--- src/rtl/lps_pkg.sv ---
// Shared constants and the mode encoding of the standby controller.
// Assumes at most two request bits and four wake pins.
package lps_pkg;
    localparam int REQ_W     = 2;
    localparam int REQ_SLEEP = 0;
    localparam int REQ_STOP  = 1;
    localparam int WAKE_N    = 4;
    localparam int WK_RXP    = 0;
    localparam int WK_RXN    = 1;
    localparam int WK_RST    = 2;
    localparam int WK_CS     = 3;

    typedef enum logic [1:0] {
        MODE_RUN   = 2'b00,
        MODE_SLEEP = 2'b01,
        MODE_STOP  = 2'b10
    } lps_mode_e;
endpackage

--- src/rtl/lps_wake_sync.sv ---
// Per-bit flop-chain synchronizer for asynchronous active-low wake pins.
// Assumes STAGES >= 2; chains reset to the inactive (high) level.
module lps_wake_sync #(
    parameter int N_IN   = 4,
    parameter int STAGES = 2
) (
    input  logic            clk,
    input  logic            rst_n,
    input  logic [N_IN-1:0] async_in,
    output logic [N_IN-1:0] sync_out
);
    for (genvar b = 0; b < N_IN; b++) begin : g_bit
        logic [STAGES-1:0] chain;
        // Shift the pin level through the chain, inactive during reset.
        always_ff @(posedge clk) begin
            if (!rst_n) chain <= '1;
            else        chain <= {chain[STAGES-2:0], async_in[b]};
        end
        assign sync_out[b] = chain[STAGES-1];
    end
endmodule

--- src/rtl/lps_req_reg.sv ---
// Holds the host standby request until a wake-up clears it.
// Assumes the caller qualifies wr_en so writes during standby are dropped.
module lps_req_reg #(
    parameter int W = 2
) (
    input  logic         clk,
    input  logic         rst_n,
    input  logic         wr_en,
    input  logic [W-1:0] wdata,
    input  logic         clr,
    output logic [W-1:0] req
);
    // Wake clear has priority over a host write.
    always_ff @(posedge clk) begin
        if (!rst_n)     req <= '0;
        else if (clr)   req <= '0;
        else if (wr_en) req <= wdata;
    end
endmodule

--- src/rtl/lps_mode_fsm.sv ---
// Mode state machine: enters the requested level on bus idle, leaves on wake.
// Assumes soft_wake and hard_wake are already synchronous to clk.
module lps_mode_fsm
    import lps_pkg::*;
(
    input  logic             clk,
    input  logic             rst_n,
    input  logic [REQ_W-1:0] req,
    input  logic             bus_idle,
    input  logic             soft_wake,
    input  logic             hard_wake,
    output lps_mode_e        mode_q,
    output logic             wake_evt
);
    lps_mode_e target;
    logic      entry_ok;

    // Choose the level to enter; stop wins over sleep.
    always_comb begin
        target = req[REQ_STOP] ? MODE_STOP : MODE_SLEEP;
    end

    // Entry needs a request, an idle bus and no active wake source of the target.
    always_comb begin
        entry_ok = (|req) && bus_idle && !hard_wake
                   && !((target == MODE_SLEEP) && soft_wake);
    end

    // Wake condition depends on the level currently held.
    always_comb begin
        wake_evt = ((mode_q == MODE_SLEEP) && (soft_wake || hard_wake))
                || ((mode_q == MODE_STOP)  && hard_wake);
    end

    // Mode register update.
    always_ff @(posedge clk) begin
        if (!rst_n) begin
            mode_q <= MODE_RUN;
        end else begin
            case (mode_q)
                MODE_RUN:   if (entry_ok) mode_q <= target;
                MODE_SLEEP,
                MODE_STOP:  if (wake_evt) mode_q <= MODE_RUN;
                default:    mode_q <= MODE_RUN;
            endcase
        end
    end
endmodule

--- src/rtl/lps_standby_ctrl.sv ---
// Top of the standby controller: synchronizes wake pins, holds the request,
// runs the mode machine and drives the clock and oscillator enables.
// Assumes clk keeps running in every level; bus_idle is synchronous to clk.
module lps_standby_ctrl
    import lps_pkg::*;
#(
    parameter int SYNC_STAGES = 2
) (
    input  logic       clk,
    input  logic       rst_n,
    input  logic       cfg_wr,
    input  logic [1:0] cfg_wdata,
    input  logic       bus_idle,
    input  logic       rxd_p,
    input  logic       rxd_n,
    input  logic       pin_reset_n,
    input  logic       pin_cs_n,
    output logic [1:0] mode,
    output logic       core_clk_en,
    output logic       osc_en
);
    logic [WAKE_N-1:0] raw_w;
    logic [WAKE_N-1:0] sync_w;
    logic [REQ_W-1:0]  req_q;
    lps_mode_e         mode_q;
    logic              wake_evt;
    logic              in_run;
    logic              soft_wake;
    logic              hard_wake;

    assign raw_w = {pin_cs_n, pin_reset_n, rxd_n, rxd_p};

    lps_wake_sync #(.N_IN(WAKE_N), .STAGES(SYNC_STAGES)) u_sync (
        .clk      (clk),
        .rst_n    (rst_n),
        .async_in (raw_w),
        .sync_out (sync_w)
    );

    // Receive activity wakes only the light level; the pins wake both.
    always_comb begin
        soft_wake = !sync_w[WK_RXP] || !sync_w[WK_RXN];
        hard_wake = !sync_w[WK_RST] || !sync_w[WK_CS];
    end

    assign in_run = (mode_q == MODE_RUN);

    lps_req_reg #(.W(REQ_W)) u_req (
        .clk   (clk),
        .rst_n (rst_n),
        .wr_en (cfg_wr && in_run),
        .wdata (cfg_wdata),
        .clr   (wake_evt),
        .req   (req_q)
    );

    lps_mode_fsm u_fsm (
        .clk       (clk),
        .rst_n     (rst_n),
        .req       (req_q),
        .bus_idle  (bus_idle),
        .soft_wake (soft_wake),
        .hard_wake (hard_wake),
        .mode_q    (mode_q),
        .wake_evt  (wake_evt)
    );

    // Output decode of the mode register.
    always_comb begin
        mode        = mode_q;
        core_clk_en = in_run;
        osc_en      = (mode_q != MODE_STOP);
    end
endmodule

--- config.mk ---
export PLATFORM = sky130hd
export DESIGN_NAME = lps_standby_ctrl
export DESIGN_NICKNAME = d
export VERILOG_FILES = /design/src/rtl/lps_pkg.sv /design/src/rtl/lps_wake_sync.sv /design/src/rtl/lps_req_reg.sv /design/src/rtl/lps_mode_fsm.sv /design/src/rtl/lps_standby_ctrl.sv
export SDC_FILE = /design/constraint.sdc
export NUM_CORES = 1
export LEC_CHECK = 0
export ABC_CLOCK_PERIOD_IN_PS = 1700
export BUFFER_PORTS_ARGS = -buffer_cell sky130_fd_sc_hd__buf_2
export CORE_AREA = 8 8 45 47
export DETAILED_ROUTE_END_ITERATION = 7
export DIE_AREA = 0 0 53 55
export GPL_TIMING_DRIVEN = 0
export PLACE_DENSITY_LB_ADDON = 0.12
export SKIP_CTS_REPAIR_TIMING = 1
export SLEW_MARGIN = 20
export SYNTH_ARGS = -nofsm -noshare
export SYNTH_HDL_FRONTEND = slang
export SYNTH_SLANG_ARGS = --single-unit
export TNS_END_PERCENT = 100
--- constraint.sdc ---
create_clock -name clk -period 1.7 [get_ports clk]
set_clock_uncertainty 0.2 [all_clocks]
set_input_delay 0.17 -clock clk [delete_from_list [all_inputs] [get_ports clk]]
set_output_delay 0.17 -clock clk [all_outputs]
set_load 0.05 [all_outputs]
==> metrics.log, run 1 <==
[metrics] result of the run: complete, no violations
[metrics] Tcrit/Tclk final: 96.6%
[metrics] nets: 94
[metrics] growth of design area from synthesis to finish: 53.2%
[metrics] initial cell density of the core: 34.8%
[metrics] Total Wirelength: 971 um
[metrics] transition at the pin with the smallest max-transition slack: 0.416 ns
[metrics] Hold Path Class: flop to flop
[metrics] register area share after synthesis: 49.9%
[metrics] Achievable Freq: 0.609 GHz
[metrics] Synth Warn #: 0
[metrics] slowest stage delay, CP: 0.37 ns
[metrics] first-pass GRT wire length: 1.39 mm
[metrics] estimated wirelength of the detail-placed design: 683 um
[metrics] worst skew pair latency: 0.26 ns
[metrics] maximum vdd ir drop: 460 uV
[metrics] die width: 53 um
[metrics] Crit. End Element: flop
[metrics] headroom to the max-slew limit: 72.2%
[metrics] count of state elements after synthesis: 12
[metrics] number of antenna violations at the first check in global routing: 0
[metrics] clock network fraction of total power: 27.6%
[metrics] crit path from: u_fsm.mode_q[1]
[metrics] Clock transition at path regs: 0.07 ns
[metrics] TritonCTS clock tree: done
[metrics] count of unique library cells instantiated by Yosys: 15
[metrics] worst hold slack: 0.207 ns
[metrics] worst setup path category: flop to flop
[metrics] XOR/XNOR share of the synthesized area: 0%
[metrics] cell-by-cell trace of the critical path: inv_4 -> ha_4 -> nor2b_4 -> a22o_1 -> a221o_1 -> mux2i_1
[metrics] number of levels the H-tree was split into: 1
[metrics] fraction of the mapped netlist area in compound gates: 7.53%
[metrics] Synth Area in Adders: 7.79%
[metrics] internal power: 552 uW
[metrics] post-synthesis mux area share: 4.16%
[metrics] vias: 430
[metrics] share of final-layout standard cells stronger than drive strength 1: 32.5%
[metrics] filler cell count: 136
[metrics] Row Count: 14
[metrics] Gate Count Post-Synth: 52
[metrics] final antenna-violating net count: 0
[metrics] die outline area: 0.00292 mm^2
[metrics] number of design rule violations left after detail routing: 0
[metrics] CTS sink cnt: 12
[metrics] post-synthesis instance area: 482 um^2
[metrics] Power Density: 1060 mW/mm^2
[metrics] Setup-failing EPs final: 0
[metrics] number of nets produced by synthesis: 65
[metrics] leakage component of the power: 0.339 nW
[metrics] total congestion overflow after global routing: 0
[metrics] main combinational cell family by area after synthesis: simple AND/OR/NAND/NOR gates
[metrics] Switching Fraction: 29.4%
[metrics] total clock buffers created by CTS: 3
[metrics] setup repair after global routing missed its margin: true
[metrics] highest fanout seen on the critical path: 5
[metrics] cell chosen for the clock root: clkbuf_4
[metrics] maximum number of pins on one net before global-route repair: 11
[metrics] Post-Syn Area per Cell: 9.26 um^2
[metrics] Reg power frac: 41.1%
[metrics] global-route usage over all layers: 6.69%
[metrics] MaxCap Viol Count: 0
[metrics] TritonRoute pass-1 iters: 2
[metrics] initial drt markers: 2
[metrics] hold path start: u_sync.g_bit[3].chain[0]
[metrics] Max Transition Viols Final: 0
[metrics] combinational group share of total power: 31.3%
[metrics] Required @ worst endpoint: 1.65 ns
[metrics] net switching power: 230 uW
[metrics] final period demand of the worst path: 1.64 ns
[metrics] WL per Instance: 10.1 um
[metrics] number of diodes: 0
[metrics] source of the worst register-to-register timing path: u_fsm.mode_q[1]
[metrics] Vert. Die Dim: 55 um
[metrics] I/O Buffers: 13
[metrics] per-cell via count in the routed design: 4.48
[metrics] # IOs: 14
[metrics] kind of start point of the critical path: flop
[metrics] Final GP Congestion: 0.605
[metrics] CP max stage cell: dfxtp_4
[metrics] total negative setup slack: 0 ns
[metrics] fraction of the mapped netlist area in simple logic gates: 26.8%
[metrics] core region area: 0.00138 mm^2
[metrics] data arrival time of the critical path: 1.60 ns
[metrics] via count of the first global-routing pass: 348
[metrics] Hold Fails Final Rpt: 0
[metrics] buffer depth of the longest clock path: 2
-- synth_stat cells --
cell,n,area share [%]
a21oi_1,2,2.1
a221o_1,1,2.1
a22o_1,1,1.8
clkbuf_1,1,0.78
dfxtp_1,12,50
ha_1,3,7.8
inv_1,4,3.1
mux2i_1,2,4.2
nand2_1,8,6.2
nand2b_1,8,10
nand3_1,5,5.2
nand3b_1,1,1.6
nor2_1,1,0.78
nor2b_1,2,2.6
o211ai_1,1,1.6
-- flip-flops by register name, indices dropped and copies added, names as in the netlist --
register and flops:
u_sync.g_bit.chain 8, u_fsm.mode_q 2, u_req.req 2
-- final cells by class --
| class | instances | area [um^2] | share of cell area, % |
|---|---|---|---|
| inverter | 4 | 20.0 | 2.71 |
| tap | 16 | 20.0 | 2.71 |
| timing repair buffer | 24 | 168 | 22.7 |
| multi-input combinational | 35 | 243 | 32.9 |
| clock buffer | 4 | 36.3 | 4.92 |
| sequential | 12 | 248 | 33.6 |
| buffer | 1 | 3.75 | 0.508 |
-- worst max-delay path: cells and delay by family, from the launching register on --
family	cells	cell delay [ns]
fa+ha+maj	1	0.16
compound gates	2	0.50
buf+inv	1	0.04
flops	1	0.37
simple gates	1	0.12
mux	1	0.13
-- worst paths after layout --
check,endpoint,slack (ns),cells after the start
worst min register to register,u_sync.g_bit[3].chain[1],0.21,1
worst max-delay path,u_fsm.mode_q[0],0.06,6
worst min-delay path,u_sync.g_bit[3].chain[1],0.21,1
worst max register to register,u_fsm.mode_q[0],0.06,6
-- kinds of logic after synthesis --
family / after synthesis
and+or+nand+nor: 25
AOI/OAI and AO/OA: 5
buffers and inverters: 5
DFF: 12
muxes: 2
adders and majority gates: 3
-- metal layers --
metal	wire, um	global-route usage, %	up-vias
met3	63	1.87	5
met5	0	0	-
met4	38	7.76	0
li1	-	-	225
met2	470	11.5	12
met1	398	5.84	188
-- power by group through the flow --
| stage | registers, mW | clock network, mW | logic [mW] |
|---|---|---|---|
| after global placement | 0.325 | 0 | 0.194 |
| final | 0.321 | 0.216 | 0.245 |
| after floorplan | 0.347 | 0 | 0.134 |
| after detailed placement | 0.327 | 0 | 0.195 |
| after CTS | 0.320 | 0.228 | 0.196 |
| after global routing | 0.323 | 0.238 | 0.267 |
-- stage by stage --
step	cells	cell area (um^2)	total power, mW	utilization, %	setup WS (ns)
2_1_floorplan	52	504	0.480	-	-0.104
3_3_place_gp	81	589	0.520	42.6	0.0344
3_5_place_dp	81	589	0.522	42.6	0.0222
6_report	96	738	0.782	53.3	0.0577
4_1_cts	85	626	0.745	45.2	0.0125
5_1_grt	96	738	0.829	53.3	-0.00597
-- cells in the final DEF (no fill, tap or decap), types with 3 or more instances in the layout --
cell type / instances
buf_2: 13
dfxtp_1: 10
nand2_1: 8
nand2b_1: 8
dlygate4sd3_1: 8
nand3_1: 5
clkbuf_4: 3
buf_4: 3
(Power assumes the default switching activity.)
==> run 2: changes to the inputs <==
Settings changed: CORE_AREA 8 8 45 47 to 10 10 47 49, DIE_AREA 0 0 53 55 to 0 0 57 59.
==> run 2 against run 1 <==
  * Critical endpoint unchanged
  * Global-route usage decreased by 0.91 points
  * Maximum frequency increased by 0.36%
  * Clock power increased by 4%
  * Worst hold slack improved by 0.0048 ns
  * Sequential share of layout area decreased by 0.34 points
  * Largest cell class unchanged
  * Clock-buffer cell count unchanged
  * Power increased by 0.75%
==> metrics.log, run 2 (synthesis gave the netlist of run 1 again) <==
[metrics] worst setup path category: flop to flop
[metrics] count of placed standard cells in the final layout, fillers left out: 98
[metrics] buffer depth of the longest clock path: 2
[metrics] transition at the pin with the smallest max-transition slack: 0.423 ns
[metrics] maximum vdd ir drop: 509 uV
[metrics] cell chosen for the clock root: clkbuf_4
[metrics] Hold Path Sink: u_sync.g_bit[0].chain[1]
[metrics] Crit. End Element: flop
[metrics] R2R cell count: 6
[metrics] total congestion overflow after global routing: 0
[metrics] routed wl met3: 53 um
[metrics] core region area: 0.00140 mm^2
[metrics] Power Density: 1060 mW/mm^2
[metrics] cell count after placement: 81
[metrics] result of the run: complete, no violations
[metrics] WL per Instance: 10.3 um
[metrics] worst skew pair latency: 0.27 ns
[metrics] Hold Path Class: flop to flop
[metrics] Tcrit/Tclk final: 96.3%
[metrics] MaxCap Viol Count: 0
[metrics] kind of start point of the critical path: flop
[metrics] Final GP Congestion: 0.664
[metrics] Achievable Freq: 0.611 GHz
[metrics] first-pass GRT wire length: 1.52 mm
[metrics] number of design rule violations left after detail routing: 0
[metrics] initial cell density of the core: 34.4%
[metrics] largest registers in the final layout: u_sync.g_bit.chain: 8 flops, u_fsm.mode_q: 2 flops, u_req.req: 2 flops
[metrics] die width: 57 um
[metrics] Row Count: 14
[metrics] max reg flops: 8
[metrics] most frequent cells in the layout: 13 x buf_2, 10 x dfxtp_1, 8 x nand2_1, 8 x nand2b_1, 8 x dlygate4sd3_1
[metrics] CTS sink cnt: 12
[metrics] TritonRoute pass-1 iters: 4
[metrics] Setup-failing EPs final: 0
[metrics] # IOs: 14
[metrics] global-route usage over all layers: 5.78%
[metrics] via count of the first global-routing pass: 373
[metrics] worst setup margin: 0.0636 ns
[metrics] initial drt markers: 3
[metrics] data arrival time of the critical path: 1.60 ns
[metrics] growth of design area from synthesis to finish: 54.8%
[metrics] die outline area: 0.00336 mm^2
[metrics] hold path start: u_sync.g_bit[0].chain[0]
[metrics] worst slack at placement: 0.0340 ns
[metrics] total clock buffers created by CTS: 3
[metrics] leakage component of the power: 0.339 nW
[metrics] met2 routed wirelength: 491 um
[metrics] most frequent standard cell in the layout excluding fill and tap cells: buf_2
[metrics] share of final-layout standard cells stronger than drive strength 1: 32.9%
[metrics] number of cells on the worst hold path: 1
[metrics] TritonCTS clock tree: done
[metrics] number of antenna violations at the first check in global routing: 0
[metrics] highest fanout seen on the critical path: 5
[metrics] largest reg by FF count: u_sync.g_bit.chain
[metrics] Hold Fails Final Rpt: 0
[metrics] vias: 434
[metrics] Post-Route M1 WL: 455 um
[metrics] register-to-register setup slack: 0.06 ns
[metrics] Clock transition at path regs: 0.07 ns
[metrics] final antenna-violating net count: 0
[metrics] Total Wirelength: 1.01 mm
[metrics] Max Transition Viols Final: 0
[metrics] Required @ worst endpoint: 1.66 ns
[metrics] nets: 96
[metrics] number of diodes: 0
[metrics] DR top layer: met4
[metrics] headroom to the max-slew limit: 71.8%
[metrics] source of the worst register-to-register timing path: u_fsm.mode_q[0]
[metrics] estimated wirelength of the detail-placed design: 719 um
[metrics] maximum number of pins on one net before global-route repair: 11
[metrics] cell area after layout: 746 um^2
[metrics] Vert. Die Dim: 59 um
[metrics] final period demand of the worst path: 1.64 ns
[metrics] per-cell via count in the routed design: 4.43
[metrics] cell area reported after detailed placement: 589 um^2
[metrics] number of levels the H-tree was split into: 1
[metrics] reg-to-reg endpoint: u_fsm.mode_q[0]
[metrics] I/O Buffers: 13
run 2: changes by cell type in the layout (fill, tap and decap cells not counted), sizes merged:
cell	delta
buf	+2
run 2: how the worst max path moves through the flow:
stage	startpoint	end	slack [ns]	cells past startpoint
2_1_floorplan	u_fsm.mode_q[0]	u_fsm.mode_q[0]	-0.10	6
3_3_place_gp	u_fsm.mode_q[1]	u_fsm.mode_q[0]	0.04	6
3_5_place_dp	u_fsm.mode_q[1]	u_fsm.mode_q[0]	0.03	6
4_1_cts	u_fsm.mode_q[1]	u_fsm.mode_q[0]	0.02	6
5_1_grt	u_fsm.mode_q[0]	u_fsm.mode_q[0]	-0.0007	6
6_report	u_fsm.mode_q[0]	u_fsm.mode_q[0]	0.06	6
run 2: per-stage QoR:
step             TNS, ns  power (mW)  hold slack (ns)  utilization [%]
4_1_cts                0       0.751           -0.139             44.6
3_3_place_gp           0       0.521            0.150             42.1
2_1_floorplan     -0.209       0.480           0.0430                -
6_report               0       0.788            0.211             53.2
5_1_grt        -0.000697       0.837            0.238             53.2
3_5_place_dp           0       0.522            0.154             42.1
run 2: layer usage:
layer  GRT usage, %  vias up
li1               -      231
met5              0        -
met4           5.03        0
met2           8.53       10
met3           3.43        2
met1           5.67      191
run 2: worst max-delay path, stage by stage (launching register included):
cell and delay [ns]:
dfxtp_4 0.37, inv_4 0.04, ha_4 0.16, nor2b_1 0.12
a22o_1 0.20, a221o_1 0.30, mux2i_1 0.13
run 2: final cells by class:
type | count | area [um^2]
fill | 147 | 656
sequential | 12 | 248
multi-input combinational | 35 | 235
timing repair buffer | 26 | 183
clock buffer | 4 | 36.3
inverter | 4 | 20.0
tap | 16 | 20.0
buffer | 1 | 3.75
run 2: where the power goes:
group	leakage [nW]	switching [mW]	total [mW]	internal [mW]
combinational	0.217	0.125	0.244	0.119
sequential	0.101	0.0162	0.320	0.304
clock	0.0210	0.0936	0.224	0.130
==> run 3: changes to the inputs <==
Settings changed: SYNTH_HIERARCHICAL set to 1.
==> run 3 against run 2 <==
  * The run now ends with hold timing left
  * Synthesized cell count up 1.9%
  * Wire length down 7.4%
  * Non-clock buffer count down 4
  * First-iteration DRC count up 67%
  * Sequential power up 6.9%
  * Critical path depth down 1
  * Largest power group unchanged
  * Highest routed layer unchanged
==> metrics.log, run 3 <==
[metrics] result of the run: finished, violations left
[metrics] failing checks: hold timing
[metrics] count of state elements after synthesis: 12
[metrics] buffer depth of the longest clock path: 2
[metrics] top cell type's share of synthesized area: 46.6%
[metrics] area of the multi-input gates: 238 um^2
[metrics] R2R cell count: 5
[metrics] total congestion overflow after global routing: 0
[metrics] cell with the most instances after synthesis: dfxtp_1
[metrics] maximum vdd ir drop: 465 uV
[metrics] die width: 57 um
[metrics] share of final-layout standard cells stronger than drive strength 1: 32.0%
[metrics] initial drt markers: 5
[metrics] Final GP Congestion: 0.747
[metrics] TritonCTS clock tree: done
[metrics] # IOs: 14
[metrics] core region area: 0.00140 mm^2
[metrics] vias: 400
[metrics] max reg flops: 8
[metrics] number of design rule violations left after detail routing: 0
[metrics] cell chosen for the clock root: clkbuf_4
[metrics] via count of the first global-routing pass: 411
[metrics] CP max stage cell: dfxtp_2
[metrics] Post-Syn Area per Cell: 9.73 um^2
[metrics] maximum number of pins on one net before global-route repair: 14
[metrics] Hold Path Class: primary input to flop
[metrics] total negative setup slack: 0 ns
[metrics] largest registers in the final layout: u_sync/g_bit.chain: 8 flops, u_fsm/mode_q: 2 flops, u_req/req: 2 flops
[metrics] asr flop ratio synth: 0%
[metrics] Crit. End Element: flop
[metrics] Total Wirelength: 933 um
[metrics] cell-by-cell trace of the critical path: inv_1 -> ha_1 -> and3_1 -> a21oi_2 -> mux2i_1
[metrics] leading cell types by count after synthesis: 12 x dfxtp_1, 10 x nand2b_1, 6 x nand2_1, 4 x buf_4, 4 x mux2i_1
[metrics] cell taking the most area after synthesis: dfxtp_1
[metrics] MaxCap Viol Count: 0
[metrics] highest fanout seen on the critical path: 7
[metrics] growth of design area from synthesis to finish: 33.0%
[metrics] slowest stage delay, CP: 0.39 ns
[metrics] CTS sink cnt: 12
[metrics] Clock transition at path regs: 0.07 ns
[metrics] number of antenna violations at the first check in global routing: 0
[metrics] Tcrit/Tclk final: 90.2%
[metrics] Post-Route M1 WL: 384 um
[metrics] Max Transition Viols Final: 0
[metrics] Hold Fails Final Rpt: 4
[metrics] worst skew pair latency: 0.26 ns
[metrics] count of placed standard cells in the final layout, fillers left out: 91
[metrics] cell area reported after detailed placement: 603 um^2
[metrics] post-synthesis instance area: 515 um^2
[metrics] leakage component of the power: 0.318 nW
[metrics] most frequent cells in the layout: 13 x buf_2, 10 x nand2b_1, 10 x dfxtp_1
[metrics] DR top layer: met4
[metrics] TritonRoute pass-1 iters: 4
[metrics] transition at the pin with the smallest max-transition slack: 0.241 ns
[metrics] crit path from: u_fsm/mode_q[0]
[metrics] worst hold slack: -0.00216 ns
[metrics] Achievable Freq: 0.652 GHz
[metrics] worst setup margin: 0.166 ns
[metrics] kind of start point of the critical path: flop
[metrics] Setup-failing EPs final: 0
[metrics] Row Count: 14
[metrics] top cells by area, synth: dfxtp_1 47%, nand2b_1 12%, mux2i_1 7.8%, ha_1 7.3%, buf_4 5.8%
[metrics] setup repair after global routing missed its margin: false
[metrics] final period demand of the worst path: 1.53 ns
[metrics] Required @ worst endpoint: 1.69 ns
[metrics] global-route usage over all layers: 6.23%
[metrics] Finished Core Util: 48.9%
[metrics] largest reg by FF count: u_sync/g_bit.chain
[metrics] register area share after synthesis: 46.6%
[metrics] filler cell count: 146
[metrics] Power Density: 1160 mW/mm^2
[metrics] data arrival time of the critical path: 1.52 ns
[metrics] count of unique library cells instantiated by Yosys: 16
[metrics] Vert. Die Dim: 59 um
[metrics] routed wl met3: 113 um
[metrics] number of levels the H-tree was split into: 1
[metrics] total power of the final layout: 796 uW
[metrics] source of the worst register-to-register timing path: u_fsm/mode_q[0]
[metrics] per-cell via count in the routed design: 4.40
[metrics] most frequent standard cell in the layout excluding fill and tap cells: buf_2
[metrics] Gate Count Post-Synth: 53
[metrics] number of cells on the worst hold path: 2
[metrics] worst slack at placement: 0.159 ns
[metrics] I/O Buffers: 13
[metrics] final antenna-violating net count: 0
[metrics] cell count after placement: 82
[metrics] number of diodes: 0
[metrics] WL per Instance: 10.3 um
[metrics] nets: 90
[metrics] register cell area after layout: 243 um^2
[metrics] worst setup path category: flop to flop
[metrics] met2 routed wirelength: 426 um
[metrics] commonest register cell after synthesis: dfxtp_1
[metrics] first-pass GRT wire length: 1.64 mm
[metrics] number of enable flip-flop cells after synthesis: 0
[metrics] Synth Warn #: 6
[metrics] total clock buffers created by CTS: 3
[metrics] estimated wirelength of the detail-placed design: 692 um
[metrics] number of nets produced by synthesis: 66
[metrics] hold path start: rst_n
[metrics] cell area after layout: 686 um^2
[metrics] die outline area: 0.00336 mm^2
[metrics] initial cell density of the core: 36.8%
[metrics] headroom to the max-slew limit: 83.9%
[run 3: worst paths after layout]
| kind | to | slack (ns) |
|---|---|---|
| hold / removal | u_sync/g_bit[1].chain[1] | -0.002 |
| hold reg to reg | u_sync/g_bit[2].chain[1] | 0.21 |
| setup reg to reg | u_fsm/mode_q[1] | 0.17 |
| setup / recovery | u_fsm/mode_q[1] | 0.17 |
[run 3: power by group]
group	switching [mW]	internal, mW
Sequential	0.0299	0.313
Combinational	0.177	0.115
Clock	0.0809	0.0817
[run 3: final cells by class]
| type | instances | area share [%] |
|---|---|---|
| buffer | 4 | 4.38 |
| clock buffer | 3 | 3.28 |
| inverter | 2 | 1.09 |
| multi-input combinational | 35 | 34.7 |
| sequential | 12 | 35.4 |
| tap | 16 | 2.92 |
| timing repair buffer | 19 | 18.2 |
[run 3: layer usage]
metal	vias up	global-route usage, %
met5	-	0
met4	0	6.04
met3	2	4.08
met2	11	8.53
met1	178	6.19
li1	209	-
[run 3: logic make-up after synthesis]
group                    share of synthesized area (%)
AO/OA/AOI/OAI                                     3.64
adder cells (fa/ha/maj)                           7.28
buffers and inverters                             7.28
flip-flops                                        46.6
multiplexers                                      7.77
AND/OR/NAND/NOR                                   27.4
[run 3: worst max-delay path, delay by kind of cell, from the launching register on]
family                   cells  cell delay [ns]
AO/OA/AOI/OAI                1             0.16
flip-flops                   1             0.39
buffers and inverters        1             0.08
multiplexers                 1             0.19
adder cells (fa/ha/maj)      1             0.28
AND/OR/NAND/NOR              1             0.15
